[src/rtl/irq_res_pkg.sv]
package irq_res_pkg;

    typedef enum logic {
        PRIO_ROTATE = 1'b0,
        PRIO_FIXED  = 1'b1
    } prio_mode_e;

endpackage

[src/rtl/irq_circ_scan.sv]
// Finds the first set bit of vec_i scanning upward from start_i with
// wrap-around. Reports the position and its distance (level) from start.
module irq_circ_scan #(
    parameter int N  = 16,
    parameter int IW = $clog2(N)
) (
    input  logic [N-1:0]  vec_i,
    input  logic [IW-1:0] start_i,
    output logic          found_o,
    output logic [IW-1:0] idx_o,
    output logic [IW-1:0] lvl_o
);

    logic [N-1:0] rot;

    // rot[g] is the bit that sits g levels below the start position
    for (genvar g = 0; g < N; g++) begin : g_rot
        logic [IW-1:0] src;
        assign src    = IW'(g) + start_i;
        assign rot[g] = vec_i[src];
    end

    always_comb begin
        found_o = 1'b0;
        lvl_o   = '0;
        for (int k = N - 1; k >= 0; k--) begin
            if (rot[k]) begin
                found_o = 1'b1;
                lvl_o   = IW'(k);
            end
        end
        idx_o = lvl_o + start_i;
    end

endmodule

[src/rtl/irq_gate.sv]
// Decides whether the best eligible request may be raised to the processor.
module irq_gate #(
    parameter int IW = 4
) (
    input  logic                      mode_i,
    input  logic                      win_found_i,
    input  logic [IW-1:0]             win_lvl_i,
    input  logic                      srv_found_i,
    input  logic [IW-1:0]             srv_lvl_i,
    output logic                      irq_o
);
    import irq_res_pkg::*;

    always_comb begin
        irq_o = 1'b0;
        if (win_found_i) begin
            if (!srv_found_i) begin
                irq_o = 1'b1;
            end else if (prio_mode_e'(mode_i) == PRIO_FIXED) begin
                irq_o = (win_lvl_i < srv_lvl_i);
            end
        end
    end

endmodule

[src/rtl/irq_resolver.sv]
module irq_resolver #(
    parameter int NPOS = 16,
    parameter int VECW = 8,
    localparam int IW    = $clog2(NPOS),
    localparam int BASEW = VECW - IW
) (
    input  logic              clk,
    input  logic              rst_n,
    input  logic [NPOS-1:0]   pend_i,
    input  logic [NPOS-1:0]   mask_i,
    input  logic              fixed_mode_i,
    input  logic              top_we_i,
    input  logic [IW-1:0]     top_i,
    input  logic [BASEW-1:0]  vec_base_i,
    input  logic              ack_i,
    input  logic              ret_i,
    input  logic [NPOS-1:0]   isr_set_i,
    input  logic [NPOS-1:0]   isr_clr_i,
    output logic              irq_o,
    output logic [VECW-1:0]   vector_o,
    output logic [NPOS-1:0]   isr_o
);
    import irq_res_pkg::*;

    typedef struct packed {
        logic [NPOS-1:0] isr;
        logic [IW-1:0]   top;
        logic [VECW-1:0] vec;
    } res_state_t;

    res_state_t st_d, st_q;

    logic [NPOS-1:0] elig;
    logic            win_found, srv_found, cmp_found;
    logic [IW-1:0]   win_idx, win_lvl, srv_idx, srv_lvl, cmp_idx, cmp_lvl;
    logic            irq;
    logic [NPOS-1:0] ret_clr_d, ack_set_d, isr_kept_d, completed_d;
    logic            ack_take_d;

    assign elig = pend_i & ~mask_i;

    irq_circ_scan #(.N(NPOS), .IW(IW)) u_win_scan (
        .vec_i   (elig),
        .start_i (st_q.top),
        .found_o (win_found),
        .idx_o   (win_idx),
        .lvl_o   (win_lvl)
    );

    irq_circ_scan #(.N(NPOS), .IW(IW)) u_srv_scan (
        .vec_i   (st_q.isr),
        .start_i (st_q.top),
        .found_o (srv_found),
        .idx_o   (srv_idx),
        .lvl_o   (srv_lvl)
    );

    irq_gate #(.IW(IW)) u_gate (
        .mode_i      (fixed_mode_i),
        .win_found_i (win_found),
        .win_lvl_i   (win_lvl),
        .srv_found_i (srv_found),
        .srv_lvl_i   (srv_lvl),
        .irq_o       (irq)
    );

    // Clear side of the in-service update: return first, then software clear
    always_comb begin
        ret_clr_d = '0;
        if (ret_i && srv_found) begin
            ret_clr_d[srv_idx] = 1'b1;
        end
        isr_kept_d  = st_q.isr & ~ret_clr_d & ~isr_clr_i;
        completed_d = st_q.isr & ~isr_kept_d;
    end

    irq_circ_scan #(.N(NPOS), .IW(IW)) u_cmp_scan (
        .vec_i   (completed_d),
        .start_i (st_q.top),
        .found_o (cmp_found),
        .idx_o   (cmp_idx),
        .lvl_o   (cmp_lvl)
    );

    always_comb begin
        st_d       = st_q;
        ack_take_d = ack_i && irq;
        ack_set_d  = '0;
        if (ack_take_d) begin
            ack_set_d[win_idx] = 1'b1;
            st_d.vec           = {vec_base_i, win_idx};
        end
        st_d.isr = isr_kept_d | isr_set_i | ack_set_d;
        if (top_we_i) begin
            st_d.top = top_i;
        end else if (prio_mode_e'(fixed_mode_i) == PRIO_ROTATE && cmp_found) begin
            st_d.top = cmp_idx + IW'(1);
        end
    end

    always_ff @(posedge clk or negedge rst_n) begin
        if (!rst_n) begin
            st_q <= '0;
        end else begin
            st_q <= st_d;
        end
    end

    assign irq_o    = irq;
    assign vector_o = st_q.vec;
    assign isr_o    = st_q.isr;

endmodule

[config.mk]
export PLATFORM = sky130hd
export DESIGN_NAME = irq_resolver
export DESIGN_NICKNAME = d
export VERILOG_FILES = /design/src/rtl/irq_res_pkg.sv /design/src/rtl/irq_circ_scan.sv /design/src/rtl/irq_gate.sv /design/src/rtl/irq_resolver.sv
export SDC_FILE = /design/constraint.sdc
export NUM_CORES = 1
export LEC_CHECK = 0
export BUFFER_PORTS_ARGS = -buffer_cell sky130_fd_sc_hd__buf_2
export CAP_MARGIN = 10
export CELL_PAD_IN_SITES_DETAIL_PLACEMENT = 0
export CELL_PAD_IN_SITES_GLOBAL_PLACEMENT = 1
export CORE_ASPECT_RATIO = 0.75
export CORE_MARGIN = 1.5
export CORE_UTILIZATION = 35
export DETAILED_ROUTE_END_ITERATION = 8
export PLACE_DENSITY = 0.63
export RECOVER_POWER = 25
export SYNTH_ARGS = -nofsm -noshare
export SYNTH_HDL_FRONTEND = slang
export SYNTH_HIERARCHICAL = 1
export SYNTH_SLANG_ARGS = --single-unit
[constraint.sdc]
create_clock -name clk -period 9.4 [get_ports clk]
set_input_delay 0 -clock clk [delete_from_list [all_inputs] [get_ports clk]]
set_output_delay 0 -clock clk [all_outputs]
set_load 0.02 [all_outputs]
After elaboration in Yosys (flattened, before gate mapping). Cells that the tools add are included.

Register bits: 28. Input port bits: 78. Word-level logic and storage cells: 263.

$add $sub $neg: 19. Magnitude comparators: 21. Muxes and demuxes: 203. Bitwise gates (word level): 11. Reduce and logical (&&, ||, !) cells: 6.

Operator list (number): $mux 4 (50); $bmux 1 s4 (48); $mux 1 (101); $lt 4x5->1 const B (18); $and 16x16->16 (4); $not 16->16 (4); $add 4x4->4 const A (8); $mux 16 (2); $or 16x16->16 (2); $add 3x4->4 const A (4); $add 4x4->4 (3); $add 2x4->4 const A (2); $demux 1 s4 (2); $ge 4x1->1 const B (2); $logic_and 1x1->1 (5); $add 1x4->4 const A (1); $add 4x1->4 const B (1); $lt 4x4->1 (1); $reduce_bool 2->1 (1); $not 1->1 (1).

Logic depth before layout (Yosys ltp).
Word-level depth: 52. Mapped depth: 32. Mapped depth without buffers: 30.

By module. Netlist, hierarchy kept.

By module, submodules not included: irq_circ_scan (instances 3, cells an instance 123, area an instance 1343.8 sq um); irq_resolver (instances 1, cells an instance 165, area an instance 1672.9 sq um); irq_gate (instances 1, cells an instance 12, area an instance 100.1 sq um).

Worst setup path before layout. Ideal clock, no wire load.

Path kind: reg-to-reg. From: reg st_q[8] (netlist bit). To: reg st_q[11] (netlist bit). Library setup time: 0.095 ns. Arrival time: 7.322 ns. Path slack: 1.983 ns. Stages on the path, launching flop included: 32. Path buffers: 2. Period minus slack after synthesis: 7.417 ns. Cells stage by stage: dfrtp_1 buf_2 inv_1 ha_1 buf_2 mux4_2 mux2_2 mux2i_1 o221ai_1 a31oi_1 o21a_1 ha_1 a21o_1 a21oi_1 xor2_1 xnor2_1 and4bb_2 a31oi_1 and2b_2 mux4_2 mux4_2 o221ai_1 a31oi_1 o21a_1 ha_1 a21o_1 a21oi_1 xor2_1 xnor2_1 a31o_2 a21oi_1 o31ai_1.

Longest elaborated chain between the ends: 52. Elaborated cells between the ends (all ways): 162.

RTL lines: from (decl) (line irq_resolver.sv:31) `res_state_t st_d, st_q;`; from (signal assigned) (line irq_resolver.sv:105) `st_q <= st_d;`; $add 4x4->4 (line irq_circ_scan.sv:19) `assign src = IW'(g) + start_i;`; $bmux 1 s4 (line irq_circ_scan.sv:20) `assign rot[g] = vec_i[src];`; $mux 1 (implied by the code) (line irq_circ_scan.sv:20); $mux 4 (15 in series) (line irq_circ_scan.sv:27) `if (rot[k]) begin`; $mux 4 * (line irq_circ_scan.sv:27); via srv_lvl[1] (line irq_resolver.sv:35) `logic [IW-1:0] win_idx, win_lvl, srv_idx, srv_lvl, cmp_idx, cmp_lvl;`; $add 4x4->4 * (line irq_circ_scan.sv:32) `idx_o = lvl_o + start_i;`; via srv_idx[3] (line irq_resolver.sv:35); (+10 left out); via completed_d[3] (line irq_resolver.sv:37) `logic [NPOS-1:0] ret_clr_d, ack_set_d, isr_kept_d, completed_d;`; (+2 left out); $mux 4 (15 in series) (line irq_circ_scan.sv:27); $mux 4 * (line irq_circ_scan.sv:27); via cmp_lvl[1] (line irq_resolver.sv:35); $add 4x4->4 * (line irq_circ_scan.sv:32); via cmp_idx[3] (line irq_resolver.sv:35); $add 4x1->4 * (line irq_resolver.sv:97) `st_d.top = cmp_idx + IW'(1);`; $mux 4 * (line irq_resolver.sv:96) `end else if (prio_mode_e'(fixed_mode_i) == PRIO_ROTATE && cmp_found) begin`; $mux 4 * (line irq_resolver.sv:94) `if (top_we_i) begin`.

The timed path passes the listed nets; every way through them passes the cells marked *. The select of a mux whose other input is x is not followed. A chain may end at the register's enable or synchronous reset.

Worst setup path in the final report. Same ends and word-level chain as after synthesis.

==> reports/results.txt <==
Status - complete, but fails checks
Failing checks - max-capacitance violations, max-slew violations
Flip-flop and latch count after synthesis - 28
Fin. Hold Viols - 0
Setup crit end kind - register
Layout cells sized above 1 - 35.01%
Detailed Place HPWL - 14070 um
Drt initial violations - 372
Htree depth - 1
Crit Path Category - reg -> reg
Post-synth EDFFs - 0
Gr ovfl total - 0
Crit Path Max Fanout - 24
Seq/Total Area, Yosys - 12.07%
DR WL/cell - 20.50 um
Most common library cells after synthesis - mux4_2, mux2_2, inv_1, ha_1, nor2b_1
Critical path's slowest cell - dfrtp_2
Top post-synthesis cells by area - mux4_2, dfrtp_1, mux2_2
Post-synthesis cell type count - 54
Hold WC Path Type - in -> reg
Clock sink total - 28
Core box area - 16120 sq um
First-pass GRT wire length - 27320 um
Routed Antenna Nets - 0
Required time of the worst setup path - 9.57 ns
Most frequent cell after synthesis - mux4_2
Vias in the first global route - 4844
Max cap viols - 1
Worst relative slew slack - -6.226%
RSZ-0062 raised after global routing - no
Min cycle time layout - 8.024 ns
Die width - 151.7 um
Syn avg cell area - 10.63 sq um
Initial core utilization - 36.02%
Ys async rst share - 100.0%
Die area - 17370 sq um
TritonRoute pass-1 iters - 5
Largest net degree at the start of global routing - 48
Cell area after synthesis - 5804 sq um
Final setup vio count - 0
Remaining DRCs - 0
Main synth FF type - dfrtp_1
CTS buffer count - 3
Clock transition at path regs - 0.07 ns
Number of port buffers - 102
Ant diodes - 0
Final cycle utilization of the critical path - 85.36%
Critical Path Start Type - register
Area added between synthesis and finish - 14.51%
Number of vias per cell - 5.868
Io pins - 103
Clock latency on the worst-skew pair - 0.27 ns
Cells after Synth - 546
GRT Total Usage - 20.46%
Worst-margin pin slew - 1.593 ns
Die height - 114.5 um
CTS tree - yes
Final Wtd Congestion - 0.9426
Final WL - 17370 um
Synth top area share - 23.28%
Initial antenna violation count - 0
Total nets after synthesis - 661
R2R setup slack - 1.38 ns
Clock root buffer master - clkbuf_16
Cell Rows - 40
Synth warnings - 6
Crit path DAT - 8.19 ns
Slowest stage delay, CP - 0.74 ns
Highest clock rate - 124.6 MHz
Max Slew Vio Count - 29
Synth area leader - mux4_2
Clk buf depth - 2
Clock skew - 0.006360 ns
Vias post-DR - 4970
TNS Setup - 0 ns
Layout Nets - 753
-- cell usage in the layout (no fill, tap or decap), types with 5 or more instances in the layout --
cell type and n:
ha_1 34, mux2_2 39, mux4_1 6, buf_2 93, o21ai_0 7, xor2_1 13, a21oi_1 29, a21boi_0 6
mux2i_1 32, mux4_2 60, a31oi_1 8, clkbuf_1 9, nor3_1 5, xnor2_1 24, dlygate4sd3_1 24, nand2_1 27
nor2b_1 34, nor2_1 16, inv_1 38, dfrtp_1 27, a221o_1 16, o21ai_1 6
-- through the flow --
stage | instance area [sq um] | utilization [%] | std cells | hold WS (ns) | worst slack [ns]
after floorplan | 5804 | - | 546 | -0.2956 | 1.983
after global placement | 6312 | 39.17 | 819 | 0.05694 | 1.581
after detailed placement | 6312 | 39.17 | 819 | 0.06688 | 1.368
after CTS | 6658 | 41.31 | 847 | 0.01800 | 1.385
after global routing | 6646 | 41.24 | 847 | 0.04184 | 0.7989
final | 6646 | 41.24 | 847 | 0.03071 | 1.376
-- critical path, delay by kind of cell (launching register included) --
family                     cells  cell delay, ns
xor gates and xnor gates       4            0.71
muxes                          5            2.21
DFF                            1            0.74
buffers and inverters          1            0.10
AOI/OAI and AO/OA             14            2.55
adders and majority gates      3            1.04
and+or+nand+nor                2            0.56
-- kinds of logic after synthesis --
family          synth area share (%)
fa+ha+maj                      8.364
compound gates                 13.08
flops                          12.07
xor+xnor                       5.583
buf+inv                        7.760
mux                            40.25
simple gates                   12.89
-- what timing repair did --
action                    CTS  global route
hold endpoints to repair   51             0
setup buffers               0             0
gates resized for setup     0             0
hold buffers               24             0
-- routing by layer --
metal	routed length [um]	GRT usage [%]	part of all wire [%]
met5	0	0	0
met2	7468	31.13	43
met3	1540	3.466	8.9
met1	8243	31.34	47
met4	114	1.603	0.66
-- registers in the layout, indices dropped and copies added, names as in the netlist --
| signal | flops |
|---|---|
| isr_o | 16 |
| vector_o | 8 |
| st_q | 4 |
-- final timing paths --
| path | endpoint | cells after the start | start |
|---|---|---|---|
| worst max-delay path | st_q[11]$_DFFE_PN0P_ | 29 | st_q[8]$_DFFE_PN0P_ |
| worst min-delay path | st_q[11]$_DFFE_PN0P_ | 2 | top_we_i |
| worst max register to register | st_q[11]$_DFFE_PN0P_ | 29 | st_q[8]$_DFFE_PN0P_ |
| worst min register to register | vector_o[2]$_DFFE_PN0P_ | 2 | vector_o[2]$_DFFE_PN0P_ |
| max in group asynchronous | st_q[8]$_DFFE_PN0P_ | 2 | rst_n |
| min in group asynchronous | isr_o[10]$_DFF_PN0_ | 2 | rst_n |
-- cell type report --
cell class | count | area (sq um)
Clock buffer | 3 | 75.07
Clock inverter | 1 | 30.03
Fill cell | 1572 | 9469
Inverter | 41 | 153.9
Multi-Input combinational cell | 434 | 4653
Sequential cell | 28 | 701.9
Tap cell | 210 | 262.8
Timing Repair Buffer | 130 | 769.5
Power is left out: the tool's default activity adds up to more than one toggle a clock period on the data nets, which glitch-free logic cannot reach.
